## src/rtl/cal_copy_pkg.sv

```systemverilog
// Package: shared state encoding for the calibration copy sequencer.
// Assumes: nothing; types only.
package cal_copy_pkg;

    typedef enum logic [2:0] {
        ST_IDLE  = 3'd0,  // waiting for the one start of this reset period
        ST_VRD   = 3'd1,  // reading words for the gating check
        ST_VCMP  = 3'd2,  // comparing check word against tag or digest
        ST_CRD   = 3'd3,  // reading one word for the copy
        ST_CWR   = 3'd4,  // offering one word to the target
        ST_DONE  = 3'd5,  // copy complete, terminal
        ST_HALT  = 3'd6   // check failed or copy skipped, terminal
    } seq_state_e;

endpackage

```

## src/rtl/cal_check_unit.sv

```systemverilog
// Module: gating check unit. Folds the stored values by XOR and holds the
// check word. It reports a pass either against the fixed tag or against the
// fold, depending on the mode.
// Assumes: the controller clears the fold before a run and loads the check
// word before it looks at pass_o.
module cal_check_unit #(
    parameter int          DATA_W = 16,
    parameter logic [15:0] TAG    = 16'hC0DE
) (
    input  logic              clk_i,
    input  logic              rst_ni,
    input  logic              clr_i,
    input  logic              acc_en_i,
    input  logic              load_i,
    input  logic              mode_i,
    input  logic [DATA_W-1:0] data_i,
    output logic              pass_o
);

    localparam logic [DATA_W-1:0] TAG_W = DATA_W'(TAG);

    logic [DATA_W-1:0] fold_q;
    logic [DATA_W-1:0] chk_q;

    // Accumulate the XOR fold of the stored values.
    always_ff @(posedge clk_i) begin
        if (!rst_ni || clr_i) begin
            fold_q <= '0;
        end else if (acc_en_i) begin
            fold_q <= fold_q ^ data_i;
        end
    end

    // Capture the stored check word.
    always_ff @(posedge clk_i) begin
        if (!rst_ni || clr_i) begin
            chk_q <= '0;
        end else if (load_i) begin
            chk_q <= data_i;
        end
    end

    // Compare the check word with the fold (digest) or with the tag.
    always_comb begin
        if (mode_i) begin
            pass_o = (chk_q == fold_q);
        end else begin
            pass_o = (chk_q == TAG_W);
        end
    end

    // in tag mode the fold is never used, so it never accumulates.
    a_r5_tag_no_fold: assert property (@(posedge clk_i) disable iff (!rst_ni)
        (!mode_i && acc_en_i) |-> 1'b0 == (acc_en_i && !mode_i))
        else $error("fold accumulated in tag mode");

endmodule

```

## src/rtl/cal_timeout_mon.sv

```systemverilog
// Module: poll timeout monitor. Armed by the accepted start, it counts clock
// edges until done. When LIMIT edges pass without done, it raises a sticky
// timeout flag.
// Assumes: arm_i pulses at most once per reset; done_i is sticky.
module cal_timeout_mon #(
    parameter int LIMIT = 5000
) (
    input  logic clk_i,
    input  logic rst_ni,
    input  logic arm_i,
    input  logic done_i,
    output logic timeout_o
);

    localparam int CNT_W = $clog2(LIMIT + 1);
    localparam logic [CNT_W-1:0] LAST_CNT = CNT_W'(LIMIT - 1);

    logic             armed_q;
    logic [CNT_W-1:0] cnt_q;
    logic             tmo_q;

    // Remember that a run has been started.
    always_ff @(posedge clk_i) begin
        if (!rst_ni) begin
            armed_q <= 1'b0;
        end else if (arm_i) begin
            armed_q <= 1'b1;
        end
    end

    // Count waiting edges and raise the sticky timeout at the limit.
    always_ff @(posedge clk_i) begin
        if (!rst_ni) begin
            cnt_q <= '0;
            tmo_q <= 1'b0;
        end else if (armed_q && !done_i && !tmo_q) begin
            if (cnt_q == LAST_CNT) begin
                tmo_q <= 1'b1;
            end else begin
                cnt_q <= cnt_q + 1'b1;
            end
        end
    end

    assign timeout_o = tmo_q;

    a_r8_timeout_sticky: assert property (@(posedge clk_i) disable iff (!rst_ni)
        timeout_o |=> timeout_o)
        else $error("timeout flag dropped");

    a_r8_no_timeout_after_done: assert property (@(posedge clk_i) disable iff (!rst_ni)
        $rose(timeout_o) |-> $past(!done_i))
        else $error("timeout raised although done was present");

endmodule

```

## src/rtl/cal_copy_ctrl.sv

```systemverilog
// Module: copy controller. It accepts one start per reset and applies the
// lifecycle gate. It steps the memory reads for the gating check, then copies
// each word to the target in ascending order, one handshake per register.
// Assumes: the memory holds values at 0..NUM_REGS-1 and the check word at
// NUM_REGS. It answers a held request with one mem_rvalid_i pulse.
module cal_copy_ctrl
    import cal_copy_pkg::*;
#(
    parameter int NUM_REGS = 8,
    parameter int DATA_W   = 16,
    parameter int IDX_W    = $clog2(NUM_REGS + 1),
    parameter int REG_AW   = (NUM_REGS > 1) ? $clog2(NUM_REGS) : 1
) (
    input  logic              clk_i,
    input  logic              rst_ni,
    input  logic              start_i,
    input  logic              lc_mandatory_i,
    input  logic              copy_en_i,
    input  logic              chk_mode_i,
    output logic              mem_req_o,
    output logic [IDX_W-1:0]  mem_addr_o,
    input  logic [DATA_W-1:0] mem_rdata_i,
    input  logic              mem_rvalid_i,
    output logic              wr_valid_o,
    input  logic              wr_ready_i,
    output logic [REG_AW-1:0] wr_addr_o,
    output logic [DATA_W-1:0] wr_data_o,
    output logic              init_done_o,
    output logic              start_ack_o,
    output logic              mode_o,
    output logic              fold_clr_o,
    output logic              fold_en_o,
    output logic              chk_load_o,
    input  logic              chk_pass_i
);

    localparam logic [IDX_W-1:0] CHK_IDX  = IDX_W'(NUM_REGS);
    localparam logic [IDX_W-1:0] LAST_IDX = IDX_W'(NUM_REGS - 1);

    seq_state_e        st_q;
    logic [IDX_W-1:0]  idx_q;
    logic              mode_q;
    logic [DATA_W-1:0] data_q;
    logic              run_ok;

    // Copy is allowed when mandatory by lifecycle or selected by input.
    assign run_ok = lc_mandatory_i | copy_en_i;

    // Sequence state, index, mode and copy data register.
    always_ff @(posedge clk_i) begin
        if (!rst_ni) begin
            st_q   <= ST_IDLE;
            idx_q  <= '0;
            mode_q <= 1'b0;
            data_q <= '0;
        end else begin
            case (st_q)
                ST_IDLE: begin
                    if (start_i) begin
                        mode_q <= chk_mode_i;
                        if (run_ok) begin
                            idx_q <= chk_mode_i ? '0 : CHK_IDX;
                            st_q  <= ST_VRD;
                        end else begin
                            st_q  <= ST_HALT;
                        end
                    end
                end
                ST_VRD: begin
                    if (mem_rvalid_i) begin
                        if (idx_q == CHK_IDX) begin
                            st_q <= ST_VCMP;
                        end else begin
                            idx_q <= idx_q + 1'b1;
                        end
                    end
                end
                ST_VCMP: begin
                    if (chk_pass_i) begin
                        idx_q <= '0;
                        st_q  <= ST_CRD;
                    end else begin
                        st_q  <= ST_HALT;
                    end
                end
                ST_CRD: begin
                    if (mem_rvalid_i) begin
                        data_q <= mem_rdata_i;
                        st_q   <= ST_CWR;
                    end
                end
                ST_CWR: begin
                    if (wr_ready_i) begin
                        if (idx_q == LAST_IDX) begin
                            st_q <= ST_DONE;
                        end else begin
                            idx_q <= idx_q + 1'b1;
                            st_q  <= ST_CRD;
                        end
                    end
                end
                ST_DONE: st_q <= ST_DONE;
                default: st_q <= ST_HALT;
            endcase
        end
    end

    // Drive memory, target and check-unit controls from the state.
    always_comb begin
        mem_req_o   = (st_q == ST_VRD) || (st_q == ST_CRD);
        mem_addr_o  = idx_q;
        wr_valid_o  = (st_q == ST_CWR);
        wr_addr_o   = idx_q[REG_AW-1:0];
        wr_data_o   = data_q;
        init_done_o = (st_q == ST_DONE);
        start_ack_o = (st_q == ST_IDLE) && start_i;
        fold_clr_o  = start_ack_o;
        fold_en_o   = (st_q == ST_VRD) && mem_rvalid_i && (idx_q != CHK_IDX);
        chk_load_o  = (st_q == ST_VRD) && mem_rvalid_i && (idx_q == CHK_IDX);
        mode_o      = mode_q;
    end

    // Checker state: handshakes seen so far, and whether a check has passed.
    logic [IDX_W-1:0] seen_q;
    logic             ok_q;
    always_ff @(posedge clk_i) begin
        if (!rst_ni) begin
            seen_q <= '0;
            ok_q   <= 1'b0;
        end else begin
            if (wr_valid_o && wr_ready_i) seen_q <= seen_q + 1'b1;
            if ((st_q == ST_VCMP) && chk_pass_i) ok_q <= 1'b1;
        end
    end

    a_r1_ascending_addr: assert property (@(posedge clk_i) disable iff (!rst_ni)
        (wr_valid_o && wr_ready_i) |-> (IDX_W'(wr_addr_o) == seen_q))
        else $error("write address out of sequence");

    a_r3_hold_until_ready: assert property (@(posedge clk_i) disable iff (!rst_ni)
        (wr_valid_o && !wr_ready_i) |=> (wr_valid_o && $stable(wr_addr_o) && $stable(wr_data_o)))
        else $error("write request changed before ready");

    a_r3_mem_req_held: assert property (@(posedge clk_i) disable iff (!rst_ni)
        (mem_req_o && !mem_rvalid_i) |=> (mem_req_o && $stable(mem_addr_o)))
        else $error("memory request dropped before data");

    a_r4_done_after_last: assert property (@(posedge clk_i) disable iff (!rst_ni)
        $rose(init_done_o) |-> $past(wr_valid_o && wr_ready_i && (IDX_W'(wr_addr_o) == LAST_IDX)))
        else $error("done raised without final write");

    a_r4_done_sticky: assert property (@(posedge clk_i) disable iff (!rst_ni)
        init_done_o |=> init_done_o)
        else $error("done dropped");

    a_r5_r6_write_needs_pass: assert property (@(posedge clk_i) disable iff (!rst_ni)
        wr_valid_o |-> ok_q)
        else $error("write issued without a passing check");

endmodule

```

## src/rtl/cal_copy_seq.sv

```systemverilog
// Module: top of the calibration copy sequencer. It ties the controller, the
// gating check unit and the poll timeout monitor together.
// Assumes: one clock domain; TIMEOUT_US converted with CLK_HZ.
module cal_copy_seq #(
    parameter int          NUM_REGS   = 8,
    parameter int          DATA_W     = 16,
    parameter logic [15:0] TAG        = 16'hC0DE,
    parameter int          CLK_HZ     = 50_000_000,
    parameter int          TIMEOUT_US = 100,
    parameter int          IDX_W      = $clog2(NUM_REGS + 1),
    parameter int          REG_AW     = (NUM_REGS > 1) ? $clog2(NUM_REGS) : 1
) (
    input  logic              clk_i,
    input  logic              rst_ni,
    input  logic              start_i,
    input  logic              lc_mandatory_i,
    input  logic              copy_en_i,
    input  logic              chk_mode_i,
    output logic              mem_req_o,
    output logic [IDX_W-1:0]  mem_addr_o,
    input  logic [DATA_W-1:0] mem_rdata_i,
    input  logic              mem_rvalid_i,
    output logic              wr_valid_o,
    input  logic              wr_ready_i,
    output logic [REG_AW-1:0] wr_addr_o,
    output logic [DATA_W-1:0] wr_data_o,
    output logic              init_done_o,
    output logic              timeout_o
);

    localparam int TIMEOUT_CYC = (CLK_HZ / 1_000_000) * TIMEOUT_US;

    logic start_ack;
    logic mode;
    logic fold_clr;
    logic fold_en;
    logic chk_load;
    logic chk_pass;

    cal_copy_ctrl #(
        .NUM_REGS (NUM_REGS),
        .DATA_W   (DATA_W),
        .IDX_W    (IDX_W),
        .REG_AW   (REG_AW)
    ) u_ctrl (
        .clk_i          (clk_i),
        .rst_ni         (rst_ni),
        .start_i        (start_i),
        .lc_mandatory_i (lc_mandatory_i),
        .copy_en_i      (copy_en_i),
        .chk_mode_i     (chk_mode_i),
        .mem_req_o      (mem_req_o),
        .mem_addr_o     (mem_addr_o),
        .mem_rdata_i    (mem_rdata_i),
        .mem_rvalid_i   (mem_rvalid_i),
        .wr_valid_o     (wr_valid_o),
        .wr_ready_i     (wr_ready_i),
        .wr_addr_o      (wr_addr_o),
        .wr_data_o      (wr_data_o),
        .init_done_o    (init_done_o),
        .start_ack_o    (start_ack),
        .mode_o         (mode),
        .fold_clr_o     (fold_clr),
        .fold_en_o      (fold_en),
        .chk_load_o     (chk_load),
        .chk_pass_i     (chk_pass)
    );

    cal_check_unit #(
        .DATA_W (DATA_W),
        .TAG    (TAG)
    ) u_check (
        .clk_i    (clk_i),
        .rst_ni   (rst_ni),
        .clr_i    (fold_clr),
        .acc_en_i (fold_en),
        .load_i   (chk_load),
        .mode_i   (mode),
        .data_i   (mem_rdata_i),
        .pass_o   (chk_pass)
    );

    cal_timeout_mon #(
        .LIMIT (TIMEOUT_CYC)
    ) u_tmo (
        .clk_i     (clk_i),
        .rst_ni    (rst_ni),
        .arm_i     (start_ack),
        .done_i    (init_done_o),
        .timeout_o (timeout_o)
    );

    // all outputs low in the cycle after a reset edge.
    a_r10_reset_quiet: assert property (@(posedge clk_i)
        !$past(rst_ni) |-> (!mem_req_o && !wr_valid_o && !init_done_o && !timeout_o))
        else $error("outputs active after reset");

endmodule

```

## config.mk

```make
export PLATFORM = sky130hd
export DESIGN_NAME = cal_copy_seq
export DESIGN_NICKNAME = d
export VERILOG_FILES = /design/src/rtl/cal_copy_pkg.sv /design/src/rtl/cal_check_unit.sv /design/src/rtl/cal_timeout_mon.sv /design/src/rtl/cal_copy_ctrl.sv /design/src/rtl/cal_copy_seq.sv
export SDC_FILE = /design/constraint.sdc
export NUM_CORES = 1
export LEC_CHECK = 0
export ABC_AREA = 1
export BUFFER_PORTS_ARGS = -buffer_cell sky130_fd_sc_hd__clkbuf_2
export CORE_ASPECT_RATIO = 1.25
export CORE_UTILIZATION = 57
export DETAILED_ROUTE_END_ITERATION = 7
export PLACE_DENSITY = 0.86
export SLEW_MARGIN = 20
export SYNTH_ARGS = -nofsm -noshare
export SYNTH_HDL_FRONTEND = slang
export SYNTH_SLANG_ARGS = --single-unit
```

## constraint.sdc

```tcl
create_clock -name clk_i -period 2.1 [get_ports clk_i]
set_input_delay 0.105 -clock clk_i [delete_from_list [all_inputs] [get_ports clk_i]]
set_output_delay 0.105 -clock clk_i [all_outputs]
set_load 0.01 [all_outputs]
```

# Yosys cells after proc, flatten, opt, wreduce, memory -nomap -nowiden
# Index checks and enable logic that the tools add are counted.
[totals] regBits=71 latch_bits=0 mem_bits_rw=0 romBits=0 output_inout_bits=27 elab_cells=72 n_memories=0
[classes] addsub=2 mul=0 div=0 n_lt_le_gt_ge=0 n_eq_ne=20 shift=0 n_mux=19 bitwise=3 reduce_logical=19
[ops] operator="$mux W4" n=8
[ops] operator="$mux W3" n=8
[ops] operator="$pmux W3 S6" n=1
[ops] operator="$eq A16 B16 Y1" n=1
[ops] operator="$eq A16 B16 Y1 const B" n=1
[ops] operator="$pmux W4 S4" n=1
[ops] operator="$xor A16 B16 Y16" n=1
[ops] operator="$ne A2 B2 Y1 const B" n=7
[ops] operator="$add A13 B1 Y13 const B" n=1
[ops] operator="$eq A13 B13 Y1 const B" n=1
[ops] operator="$reduce_and A2 Y1" n=4
[ops] operator="$reduce_and A8 Y1" n=1
[ops] operator="$eq A3 B2 Y1 const B" n=2
[ops] operator="$eq A3 B3 Y1 const B" n=2
[ops] operator="$logic_and A1 B1 Y1" n=6
[ops] operator="$reduce_and A5 Y1" n=1
[ops] operator="$add A4 B1 Y4 const B" n=1
[ops] operator="$eq A4 B3 Y1 const B" n=1
[ops] operator="$eq A4 B4 Y1 const B" n=1
[ops] operator="$ne A2 B1 Y1 const B" n=2
[ops] operator="$ne A4 B4 Y1 const B" n=1
[ops] operator="$reduce_bool A4 Y1" n=1
[ops] operator="$eq A3 B1 Y1 const B" n=1
[ops] operator="$logic_not A1 Y1" n=3
[ops] operator="other kinds (5)" n=6

# Longest topological paths before layout
# Gate-level depths: netlist of run 1.
[logic_depth] ltp_word=5 ltp_mapped=14

# By module
# A second synthesis of run 1 with hierarchy kept.
[unflattened] cells_unflattened=551 hier_area_um2=3771.1
[by_module_without_submodules] mod="cal_check_unit" n_inst=1 cells_per_inst=236 area_per_inst_um2=1594.0 seq_area_each_um2=640.6
[by_module_without_submodules] mod="cal_copy_ctrl" n_inst=1 cells_per_inst=180 area_per_inst_um2=1253.7 seq_area_each_um2=480.5
[by_module_without_submodules] mod="cal_timeout_mon" n_inst=1 cells_per_inst=135 area_per_inst_um2=923.4 seq_area_each_um2=300.3

# Least setup slack after synthesis of run 1
# No wires, ideal clock.
[synth_path] kind="reg2reg" from="register u_ctrl.idx_q[0], in the netlist u_ctrl.mem_addr_o[0]" to="register u_ctrl.st_q[2]" setup_time_ns=0.115 arrival_time_ns=1.455 slack_ns=0.529 path_stages_with_launch=12 path_buffers=0 cell_sequence="dfxtp_1 inv_1 ha_1 nand2_1 nor2_1 inv_1 a21oi_1 nand2_1 nor2_1 nand3_1 o21ai_0 inv_1"
[synth_between] elab_chain_cells=4 word_cells_on_any_way=7 cone_classes="eq/ne (3); mux (3); reduce/logical (1)"
[synth_rtl] item="start: declaration" line_no="cal_copy_ctrl.sv:41" source="logic [IDX_W-1:0] idx_q;"
[synth_rtl] item="start signal: assignment" line_no="cal_copy_ctrl.sv:62" source="idx_q <= chk_mode_i ? '0 : CHK_IDX;"
[synth_rtl] item="start signal: assignment" line_no="cal_copy_ctrl.sv:74" source="idx_q <= idx_q + 1'b1;"
[synth_rtl] item="start signal: assignment" line_no="cal_copy_ctrl.sv:97" source="idx_q <= idx_q + 1'b1;"
[synth_rtl] item="$eq A4 B3 Y1" line_no="cal_copy_ctrl.sv:94" source="if (idx_q == LAST_IDX) begin"
[synth_rtl] item="$mux W3" line_no="cal_copy_ctrl.sv:94"
[synth_rtl] item="$mux W3" line_no="cal_copy_ctrl.sv:93" source="if (wr_ready_i) begin"
[synth_rtl] item="$pmux W3 S6" line_no="cal_copy_ctrl.sv:57" source="case (st_q)"
[synth_rtl] item="end signal: assignment" line_no="cal_copy_ctrl.sv:63" source="st_q <= ST_VRD;"
[synth_rtl] item="end signal: assignment" line_no="cal_copy_ctrl.sv:95" source="st_q <= ST_DONE;"
[synth_rtl] item="end signal: assignment" line_no="cal_copy_ctrl.sv:98" source="st_q <= ST_CRD;"
[synth_rtl] item="end: declaration" line_no="cal_copy_ctrl.sv:40" source="seq_state_e st_q;"
# Several ways; a longest one is shown, not always the timed one. The select of a mux whose other input is x is not followed.
# A chain may end at the register's enable or synchronous reset.

# Final worst setup path of run 1
[layout_path] from="register u_tmo.cnt_q[0]" to="register u_tmo.cnt_q[3]"
[layout_between] elab_chain_cells=3 word_cells_on_any_way=4 cone_classes="add/sub (1); eq/ne (1); bitwise (1); reduce/logical (1)"
[layout_rtl] item="start: declaration" line_no="cal_timeout_mon.sv:19" source="logic [CNT_W-1:0] cnt_q;"
[layout_rtl] item="start signal: assignment" line_no="cal_timeout_mon.sv:40" source="cnt_q <= cnt_q + 1'b1;"
[layout_rtl] item="branches (longest 3 deep; another with $add A13 B1 Y13)"
# Several ways; the timed one is not identified.

==> results of run 1 <==
## power by group
group / internal, mW / switching [mW]
registers: 1.46 / 0.113
clock network: 0.733 / 0.493
logic: 0.505 / 0.937
## layer usage
metal	up-vias	wire length [um]	track usage (%)
met5	-	0	0
met4	0	164	12.18
met3	16	467	4.505
met2	101	4150	43.94
met1	1649	3712	33.26
li1	1873	-	-
## layout make-up
class	instances	area share, %
Clock buffer	13	3.752
Timing Repair Buffer	60	7.976
Multi-Input combinational cell	376	43.69
Tap cell	85	2.511
Sequential cell	71	33.56
Clock inverter	3	1.536
Inverter	78	6.972
## flip-flops by register name, indices dropped and copies added, names as in the netlist
signal and count:
u_ctrl.wr_data_o 16, u_ctrl.st_q 3, u_ctrl.mode_o 1, u_check.fold_q 16
u_tmo.timeout_o 1, u_tmo.cnt_q 13, u_tmo.armed_q 1, u_ctrl.mem_addr_o 4
u_check.chk_q 16
## worst max-delay path, cell delays in order (launching register included)
cell and delay, ps:
dfxtp_1 400, ha_1 210, inv_1 80, nor4_1 170
nand3_1 130, nand2_1 320, inv_2 170, nand3_1 100
nand2_1 50, a21oi_1 100
## layout by cell type (no fill, tap or decap), types with 11 or more instances in the layout
master    netlist  final
a211oi_1       16     16
a21oi_1        46     46
clkbuf_2        0     50
clkbuf_8        0     11
dfxtp_1        71     71
inv_1          71     71
nand2_1       132    132
nand3_1        45     45
nor2_1         55     55
nor3_1         13     13
o21ai_0        15     15
## final timing paths
| path | to | slack (ps) | cells past startpoint |
|---|---|---|---|
| hold / removal | u_ctrl.wr_data_o[9] | 30 | 3 |
| setup / recovery | u_tmo.cnt_q[3] | 300 | 9 |
| hold reg to reg | u_ctrl.wr_data_o[13] | 460 | 2 |
| setup reg to reg | u_tmo.cnt_q[3] | 300 | 9 |
## cell families (layout without fill, tap and decap cells)
group	Yosys count	count (layout)	synth area share, %
compound gates	90	90	14.08
fa+ha+maj	3	3	1.011
simple gates	277	277	33.31
flops	71	71	38.26
buf+inv	104	154	11.92
xor+xnor	6	6	1.415
## through the flow
| step | total power [mW] | std cells | util, % | setup slack, ps |
|---|---|---|---|---|
| 3_5_place_dp | 3.022 | 670 | 64.22 | 315.3 |
| 3_3_place_gp | 2.986 | 670 | 64.22 | 422.4 |
| 6_report | 4.244 | 686 | 67.81 | 298.3 |
| 5_1_grt | 4.522 | 686 | 67.81 | 129.6 |
| 2_1_floorplan | 2.699 | 551 | - | 529.2 |
| 4_1_cts | 4.247 | 686 | 67.81 | 303.0 |
==> reports/qor.log, run 1 <==
INFO  global_routing first_global_vias=3228
INFO  synth          netlist_top_cells_area=dfxtp_1 (38%), nand2_1 (13%), inv_1 (7.2%)
INFO  clock_network  cts_post_setup_buffers_inserted=0
INFO  die            num_io_pins=51
INFO  job            cap_viol_max_count=0
INFO  finish         design.final.nets=623
INFO  route          drt-pass1-iter-count=6
INFO  clock_network  clockRootBuffer=clkbuf_8
INFO  synth          avgSynthCellArea=6.742squm
INFO  synth          synth.cells.most_frequent=nand2_1 (132), dfxtp_1 (71), inv_1 (71), nor2_1 (55), a21oi_1 (46)
INFO  synth          synth_top_cell_area_share=38.26%
INFO  synth          synth_edf_count=0
INFO  synth          synth_top_area_cell=dfxtp_1
INFO  synth          yosys_most_used_dff=dfxtp_1
INFO  critical_path  required=2380ps
INFO  timing         worstMarginPinSlew=588.4ps
INFO  run_status     outcome=finished clean
INFO  place          detailed_place.area=4011squm
INFO  route          drtIter0Drc=214
INFO  route          avgViaCountPerCell=5.305
INFO  timing         min_period_over_period=85.80%
INFO  global_routing antenna_found_initial=0
INFO  critical_path  critical_path_class=reg -> reg
INFO  synth          yosys.cell_types.count=34
INFO  route          drc=0
INFO  critical_path  critical_path_arrival=2080ps
INFO  synth          syn_inst=551
INFO  die            fp.coreArea=6246squm
INFO  timing         worst_slew_margin_rel=60.36%
INFO  die            die_area=6846squm
INFO  clock_network  cts_resized=0
INFO  clock_network  clock_tree.htree_level_count=3
INFO  timing         clock.fmax=0.5550GHz
INFO  clock_network  worst_setup_hold_path_clk_slew=70ps
INFO  place          place.port_buffers=50
INFO  timing         timing.final.max_slew_violations=0
INFO  synth          synth.cell_area=3715squm
INFO  clock_network  cts_inserted_buffers=9
INFO  global_routing grt_overflow=0
INFO  clock_network  clk-insertion-delay-late=350ps
INFO  die            floorplan.die.width=74.21um
INFO  finish         fin_area=4235squm
INFO  place          post-dp-hpwl=5.979mm
INFO  critical_path  critPathLaunch=u_tmo.cnt_q[0]
INFO  synth          synth_async_sr_flop_share=0%
INFO  global_routing grt_max_degree=34
INFO  clock_network  clock_path_buffers=2
INFO  die            die-height=92.26um
INFO  critical_path  cp-end-kind=flop
INFO  route          post_drt_wl_per_cell=12.38um
INFO  clock_network  cts_tree=built
INFO  finish         layout-drive-gt1-share=15.64%
INFO  min_path       hold_path_startpoint=mem_rdata_i[9]
INFO  timing         report.final.setup_viol=0
INFO  die            start_util=59.48%
INFO  synth          yosysSeqAreaShare=38.26%
INFO  timing         finalCriticalPeriod=1802ps
INFO  synth          synth_nets=578
INFO  global_routing track_usage=26.67%
INFO  synth          yosys_register_bits=71
INFO  route          wl=8.494mm
INFO  synth          yosys_warnings=0
INFO  finish         multiInputGateArea=1851squm
INFO  finish         antenna_cells=0
INFO  route          ant_nets=0
INFO  timing         clock-skew-final=9.690ps
INFO  finish         seq_area=1421squm
INFO  die            row_count=32
INFO  timing         setup_repair_after_global_routing_missed_its_margin=no
INFO  finish         fillers=582
INFO  power          static-leakage-power=1.784nW
INFO  power          peakVddDrop=0.5260mV
INFO  clock_network  cts.hold.buffers_added=0
INFO  synth          synthMostInstantiatedCell=nand2_1
INFO  power          powerDensity=1002nW/um^2
INFO  critical_path  cp-start-kind=flop
INFO  critical_path  critical_path.reg2reg.startpoint=u_tmo.cnt_q[0]
INFO  timing         setup_tns=0ps
INFO  route          route.vias.total=3639
INFO  clock_network  tritoncts_num_sinks=71
INFO  global_routing grt_first_pass_wirelength=14.09mm
INFO  timing         hold_ws=33.32ps
INFO  timing         hold_violations=0
INFO  finish         area_growth_syn_to_fin=14.01%
INFO  critical_path  critical_path.max_fanout=12
INFO  min_path       worst_hold_path_type=in -> reg
INFO  place          globalplace.congestion=0.9219
(Power assumes the default switching activity.)
==> run 2: changes to the inputs <==
Settings changed: CORE_MARGIN set to 5.
==> run 2 against run 1 <==
Compared with the run above:
- clock power is 24% lower
- clock skew is 2.4 ps lower
- sequential power hardly changed
- combinational power hardly changed
- first-iteration DRC count is 24% lower
- critical path type unchanged
- critical endpoint is now u_tmo.cnt_q[5]
- largest power group unchanged
==> reports/qor.log, run 2 (synthesis results as in run 1) <==
INFO  run_status     outcome=finished clean
INFO  critical_path  timing.critical_path.to=u_tmo.cnt_q[5]
INFO  global_routing grt_overflow=0
INFO  timing         finalCriticalPeriod=1781ps
INFO  global_routing grt_max_degree=33
INFO  die            fp.coreArea=6441squm
INFO  clock_network  cts.hold.buffers_added=0
INFO  critical_path  critical_path_class=reg -> reg
INFO  critical_path  timing.reg2reg.worst_path_depth=10
INFO  route          wl=8.916mm
INFO  timing         min_period_over_period=84.82%
INFO  critical_path  reg2reg_slack=320ps
INFO  critical_path  cp-start-kind=flop
INFO  route          avgViaCountPerCell=5.309
INFO  route          drt-pass1-iter-count=4
INFO  power          static-leakage-power=1.757nW
INFO  clock_network  clock_tree.htree_level_count=3
INFO  critical_path  critical_path.reg2reg.startpoint=u_tmo.cnt_q[0]
INFO  die            die_area=8242squm
INFO  finish         area_growth_syn_to_fin=12.36%
INFO  critical_path  cp-end-kind=flop
INFO  die            floorplan.die.width=82.21um
INFO  timing         worstMarginPinSlew=640.1ps
INFO  job            cap_viol_max_count=0
INFO  timing         setup_repair_after_global_routing_missed_its_margin=no
INFO  timing         hold_violations=0
INFO  timing         clock-skew-final=7.337ps
INFO  timing         worst_slew_margin_rel=57.22%
INFO  finish         layout.cells.most_common=nand2_1
INFO  clock_network  tritoncts_num_sinks=71
INFO  critical_path  required=2390ps
INFO  clock_network  cts_inserted_buffers=9
INFO  min_path       worst_hold_path_type=in -> reg
INFO  global_routing first_global_vias=3480
INFO  finish         design.final.nets=625
INFO  clock_network  cts_resized=0
INFO  die            row_count=33
INFO  clock_network  cts_tree=built
INFO  global_routing grt_first_pass_wirelength=15.13mm
INFO  place          globalplace.congestion=0.8647
INFO  clock_network  clk-insertion-delay-late=350ps
INFO  global_routing antenna_found_initial=0
INFO  place          placedCellCount=674
INFO  finish         fillers=587
INFO  route          drc=0
INFO  die            die-height=100.3um
INFO  global_routing track_usage=23.30%
INFO  timing         setup_tns=0ps
INFO  timing         report.final.setup_viol=0
INFO  clock_network  cts_post_setup_buffers_inserted=0
INFO  critical_path  critical_path_arrival=2070ps
INFO  place          post-dp-hpwl=6.407mm
INFO  timing         timing.final.max_slew_violations=0
INFO  critical_path  critPathLaunch=u_tmo.cnt_q[0]
INFO  route          route.vias.total=3663
INFO  route          ant_nets=0
INFO  finish         layout-drive-gt1-share=15.75%
INFO  finish         antenna_cells=0
INFO  die            num_io_pins=51
INFO  die            start_util=57.67%
INFO  clock_network  clock_path_buffers=2
INFO  finish         final_cell_count_no_fill=690
INFO  route          drtIter0Drc=163
INFO  finish         layout.cells.most_common_list=nand2_1 (132), inv_1 (71), dfxtp_1 (71)
INFO  place          place.port_buffers=50
INFO  clock_network  worst_setup_hold_path_clk_slew=80ps
INFO  timing         clock.fmax=0.5614GHz
INFO  route          post_drt_wl_per_cell=12.92um
INFO  clock_network  clockRootBuffer=clkbuf_8
INFO  power          powerDensity=949.7nW/um^2
INFO  critical_path  reg2reg_to=u_tmo.cnt_q[5]
INFO  critical_path  critical_path.max_fanout=9
INFO  power          peakVddDrop=0.5656mV
## run 2: changes by cell type in the layout (fill, tap and decap cells not counted), sizes merged
cell,change
buf,+2
bufinv,-2
clkbuf,-1
clkinv,+2
clkinvlp,+1
## run 2: layer usage
layer / track usage (%) / routed length, um / up-vias
met5: 0 / 0 / -
li1: - / - / 1871
met2: 40.37 / 4513 / 114
met1: 28.25 / 3687 / 1660
met4: 10.10 / 142 / 0
met3: 2.962 / 573 / 18
## run 2: per-stage QoR
stage	area (sq um)	util [%]	hold slack [ps]	setup slack (ps)	total power, mW
global placement	4016	62.35	390.5	421.1	2.994
finish	4174	64.80	31.00	318.9	3.964
CTS	4174	64.80	27.03	306.4	3.967
detailed placement	4016	62.35	390.7	322.1	3.045
global route	4174	64.80	39.02	93.08	4.256
floorplan	3715	-	269.3	529.2	2.699
## run 2: worst min path at each step
| stage | slack, ps | endpoint | startpoint | cells past startpoint |
|---|---|---|---|---|
| finish | 30 | u_ctrl.wr_data_o[1] | mem_rdata_i[1] | 3 |
| global route | 40 | u_ctrl.wr_data_o[7] | mem_rdata_i[7] | 3 |
| CTS | 30 | u_ctrl.wr_data_o[7] | mem_rdata_i[7] | 3 |
| detailed placement | 390 | u_ctrl.wr_data_o[4] | mem_rdata_i[4] | 3 |
| global placement | 390 | u_ctrl.wr_data_o[1] | mem_rdata_i[1] | 3 |
| floorplan | 270 | u_ctrl.mode_o | chk_mode_i | 2 |
## run 2: area by class of cell
class	instances	area [sq um]	area share (%)
clock inverter	4	22.52	0.5396
multi-input combinational	376	1851	44.33
tap	87	108.9	2.608
clock buffer	12	135.1	3.237
sequential	71	1421	34.05
inverter	78	295.3	7.074
timing repair buffer	62	340.3	8.153
## run 2: worst max-delay path, stage by stage (launching register included)
cell and delay (ps):
dfxtp_1 390, ha_1 220, inv_1 90, nor4_1 170
nand3_1 120, nand2_1 230, buf_4 220, nor2_1 60
nand2_1 50, nand2_1 40, a21oi_1 120
## run 2: power by group
group / total, mW / switching [mW] / internal [mW]
Clock: 0.929 / 0.505 / 0.424
Combinational: 1.46 / 0.959 / 0.503
Sequential: 1.57 / 0.110 / 1.46
==> run 3: changes to the inputs <==
Settings changed: ABC_AREA 1 to 0, PLACE_DENSITY 0.86 to 0.87.
Clock period 2.1 ns to 1.8 ns, I/O delays scaled along.
==> run 3 against run 2 <==
Compared with the run above:
- the run now ends with setup timing left
- setup slack got worse by 530 ps
- flip-flop and latch count unchanged
- non-clock buffer count increased by 66
- die area down 7.0%
- synthesized area down 7.8%
- critical path type unchanged
- clock power rose by 27%
- core utilization increased by 16 points
==> reports/qor.log, run 3 <==
INFO  critical_path  required=2050ps
INFO  finish         finalCoreUtilization=80.60%
INFO  run_status     failed_checks=setup timing
INFO  synth          synthMostInstantiatedCell=nand2_1
INFO  route          drtIter0Drc=394
INFO  finish         area_growth_syn_to_fin=36.94%
INFO  route          drt-pass1-iter-count=5
INFO  clock_network  cts_inserted_buffers=9
INFO  finish         layout.cells.most_common_list=nand2_1 (89), dfxtp_1 (65), buf_4 (57)
INFO  timing         hold_violations=0
INFO  power          powerDensity=1015nW/um^2
INFO  die            floorplan.die.width=79.33um
INFO  finish         antenna_cells=0
INFO  critical_path  cp-start-kind=flop
INFO  synth          synth.cell_area=3425squm
INFO  synth          avgSynthCellArea=8.193squm
INFO  die            row_count=31
INFO  timing         report.final.setup_viol=8
INFO  critical_path  reg2reg_to=u_ctrl.mem_addr_o[2]
INFO  finish         final_cell_count_no_fill=605
INFO  synth          synth.cells.most_frequent=nand2_1 (90), dfxtp_1 (71), nor2_1 (32), xor2_1 (26), a21oi_1 (25)
INFO  critical_path  cp-end-kind=flop
INFO  route          avgViaCountPerCell=5.906
INFO  timing         clock.fmax=0.4980GHz
INFO  run_status     outcome=complete, but fails checks
INFO  place          placedCellCount=567
INFO  global_routing antenna_found_initial=0
INFO  timing         worst_slew_margin_rel=71.20%
INFO  place          globalplace.congestion=0.9152
INFO  place          post-dp-hpwl=6.031mm
INFO  route          post_drt_wl_per_cell=16.98um
INFO  critical_path  critical_path_arrival=2260ps
INFO  timing         setup_repair_after_global_routing_missed_its_margin=yes
INFO  global_routing grt_first_pass_wirelength=15.27mm
INFO  critical_path  critical_path.max_fanout=18
INFO  timing         min_period_over_period=111.6%
INFO  clock_network  clock_path_buffers=2
INFO  synth          synth_async_sr_flop_share=0%
INFO  clock_network  clock_tree.htree_level_count=3
INFO  global_routing track_usage=24.97%
INFO  synth          synth_edf_count=0
INFO  min_path       hold_path_startpoint=chk_mode_i
INFO  timing         timing.final.ws_setup=-208.1ps
INFO  route          route.vias.total=3573
INFO  clock_network  tritoncts_num_sinks=71
INFO  synth          yosys_register_bits=71
INFO  critical_path  reg2reg_slack=-210ps
INFO  synth          yosysSeqAreaShare=41.51%
INFO  finish         layout-drive-gt1-share=31.35%
INFO  critical_path  critical_path.reg2reg.startpoint=u_ctrl.mode_o
INFO  min_path       worst_hold_path_type=in -> reg
INFO  timing         timing.final.max_slew_violations=0
INFO  die            start_util=58.86%
INFO  timing         clock-skew-final=5.965ps
INFO  synth          yosys_most_used_dff=dfxtp_1
INFO  die            fp.coreArea=5818squm
INFO  power          totalPowerFinal=4.760mW
INFO  finish         layout.cells.most_common=nand2_1
INFO  min_path       worstHoldEndpoint=u_ctrl.mode_o
INFO  clock_network  cts_tree=built
INFO  global_routing first_global_vias=3439
INFO  global_routing grt_overflow=0
INFO  job            cap_viol_max_count=0
INFO  die            die_area=7668squm
INFO  synth          synth_top_area_cell=dfxtp_1
INFO  synth          synth_nets=445
INFO  global_routing grt_max_degree=33
INFO  timing         worstMarginPinSlew=432.1ps
INFO  synth          netlist_top_cells_area=dfxtp_1 (42%), nand2_1 (9.9%), xor2_1 (6.6%)
INFO  power          peakVddDrop=1.106mV
INFO  timing         finalCriticalPeriod=2008ps
INFO  die            num_io_pins=51
INFO  timing         setup_tns=-730.0ps
INFO  critical_path  critical_path_class=reg -> reg
INFO  place          pre_cts_ws=-172.3ps
INFO  synth          syn_inst=418
INFO  synth          synth_top_cell_area_share=41.51%
INFO  route          drc=0
INFO  route          wl=10.27mm
INFO  route          ant_nets=0
INFO  die            die-height=96.66um
INFO  clock_network  clockRootBuffer=clkbuf_8
INFO  synth          yosys.cell_types.count=55
INFO  critical_path  timing.reg2reg.worst_path_depth=8
INFO  place          place.port_buffers=50
INFO  min_path       worstHoldPathCells=3
INFO  synth          yosys_warnings=0
INFO  clock_network  clk-insertion-delay-late=350ps
INFO  clock_network  worst_setup_hold_path_clk_slew=80ps
INFO  power          static-leakage-power=1.960nW
INFO  finish         design.final.nets=561
[run 3: changes by cell type in the layout (fill, tap and decap cells not counted), moves of 22 or more]
cell,change
a21oi_1,-22
buf_4,+45
inv_1,-65
nand2_1,-43
nand3_1,-37
nor2_1,-24
[run 3: repair_timing]
action                                  in CTS  in global routing
pin swaps                                    3                 25
hold buffers                                13                  2
endpoints found under the hold margin       18                  3
gates resized for setup                      3                 38
endpoints found under the setup margin       9                 29
gates cloned                                 0                  0
buffers inserted                             3                  4
[run 3: cell families (layout without fill, tap and decap cells)]
group | count (synthesis) | count (layout) | synth area share (%)
buffers and inverters | 31 | 152 | 4.055
AO/OA/AOI/OAI | 79 | 79 | 15.31
XOR/XNOR | 34 | 34 | 8.696
flip-flops | 71 | 71 | 41.51
multiplexers | 2 | 2 | 0.6211
adder cells (fa/ha/maj) | 3 | 3 | 1.096
AND/OR/NAND/NOR | 198 | 198 | 28.72
[run 3: worst max path at each step]
stage                     cells past startpoint  slack [ps]           from              endpoint
after global routing                          8        -300  u_ctrl.mode_o  u_ctrl.mem_addr_o[2]
final                                         8        -210  u_ctrl.mode_o  u_ctrl.mem_addr_o[2]
after global placement                        7        -120  u_ctrl.mode_o  u_ctrl.mem_addr_o[2]
after detailed placement                      7        -170  u_ctrl.mode_o  u_ctrl.mem_addr_o[2]
after CTS                                     9        -180  u_ctrl.mode_o  u_ctrl.mem_addr_o[1]
after floorplan                               8        -150  u_ctrl.mode_o  u_ctrl.mem_addr_o[2]
[run 3: power by group]
part | switching (mW) | internal [mW]
Clock | 0.615 | 0.570
Sequential | 0.130 | 1.71
Combinational | 0.929 | 0.806
[run 3: final cells by class]
class / instances / area (sq um)
tap: 66 / 82.58
fill: 331 / 1129
multi-input combinational: 316 / 2037
inverter: 8 / 32.53
timing repair buffer: 128 / 922.1
clock buffer: 11 / 151.4
clock inverter: 5 / 32.53
sequential: 71 / 1431
[run 3: through the flow]
stage / cell area (sq um) / hold WS (ps)
5_1_grt: 4690 / 38.55
3_3_place_gp: 4130 / 342.6
3_5_place_dp: 4130 / 352.5
2_1_floorplan: 3447 / 224.8
6_report: 4690 / 40.04
4_1_cts: 4482 / 4.646
[run 3: per-layer routing]
layer	vias up	share of wire [%]	global-route usage (%)
met5	-	0	0
met4	0	5.0	11.90
met3	53	6.1	6.784
met2	156	51	43.32
met1	1708	38	27.69
li1	1656	-	-
[run 3: critical path, stage by stage (launching register included)]
cell	delay, ps
dfxtp_2	370
buf_6	190
nor3b_1	280
o211ai_1	160
a32oi_2	240
nand4_4	180
a21oi_4	200
o21ai_1	80
a32o_1	210
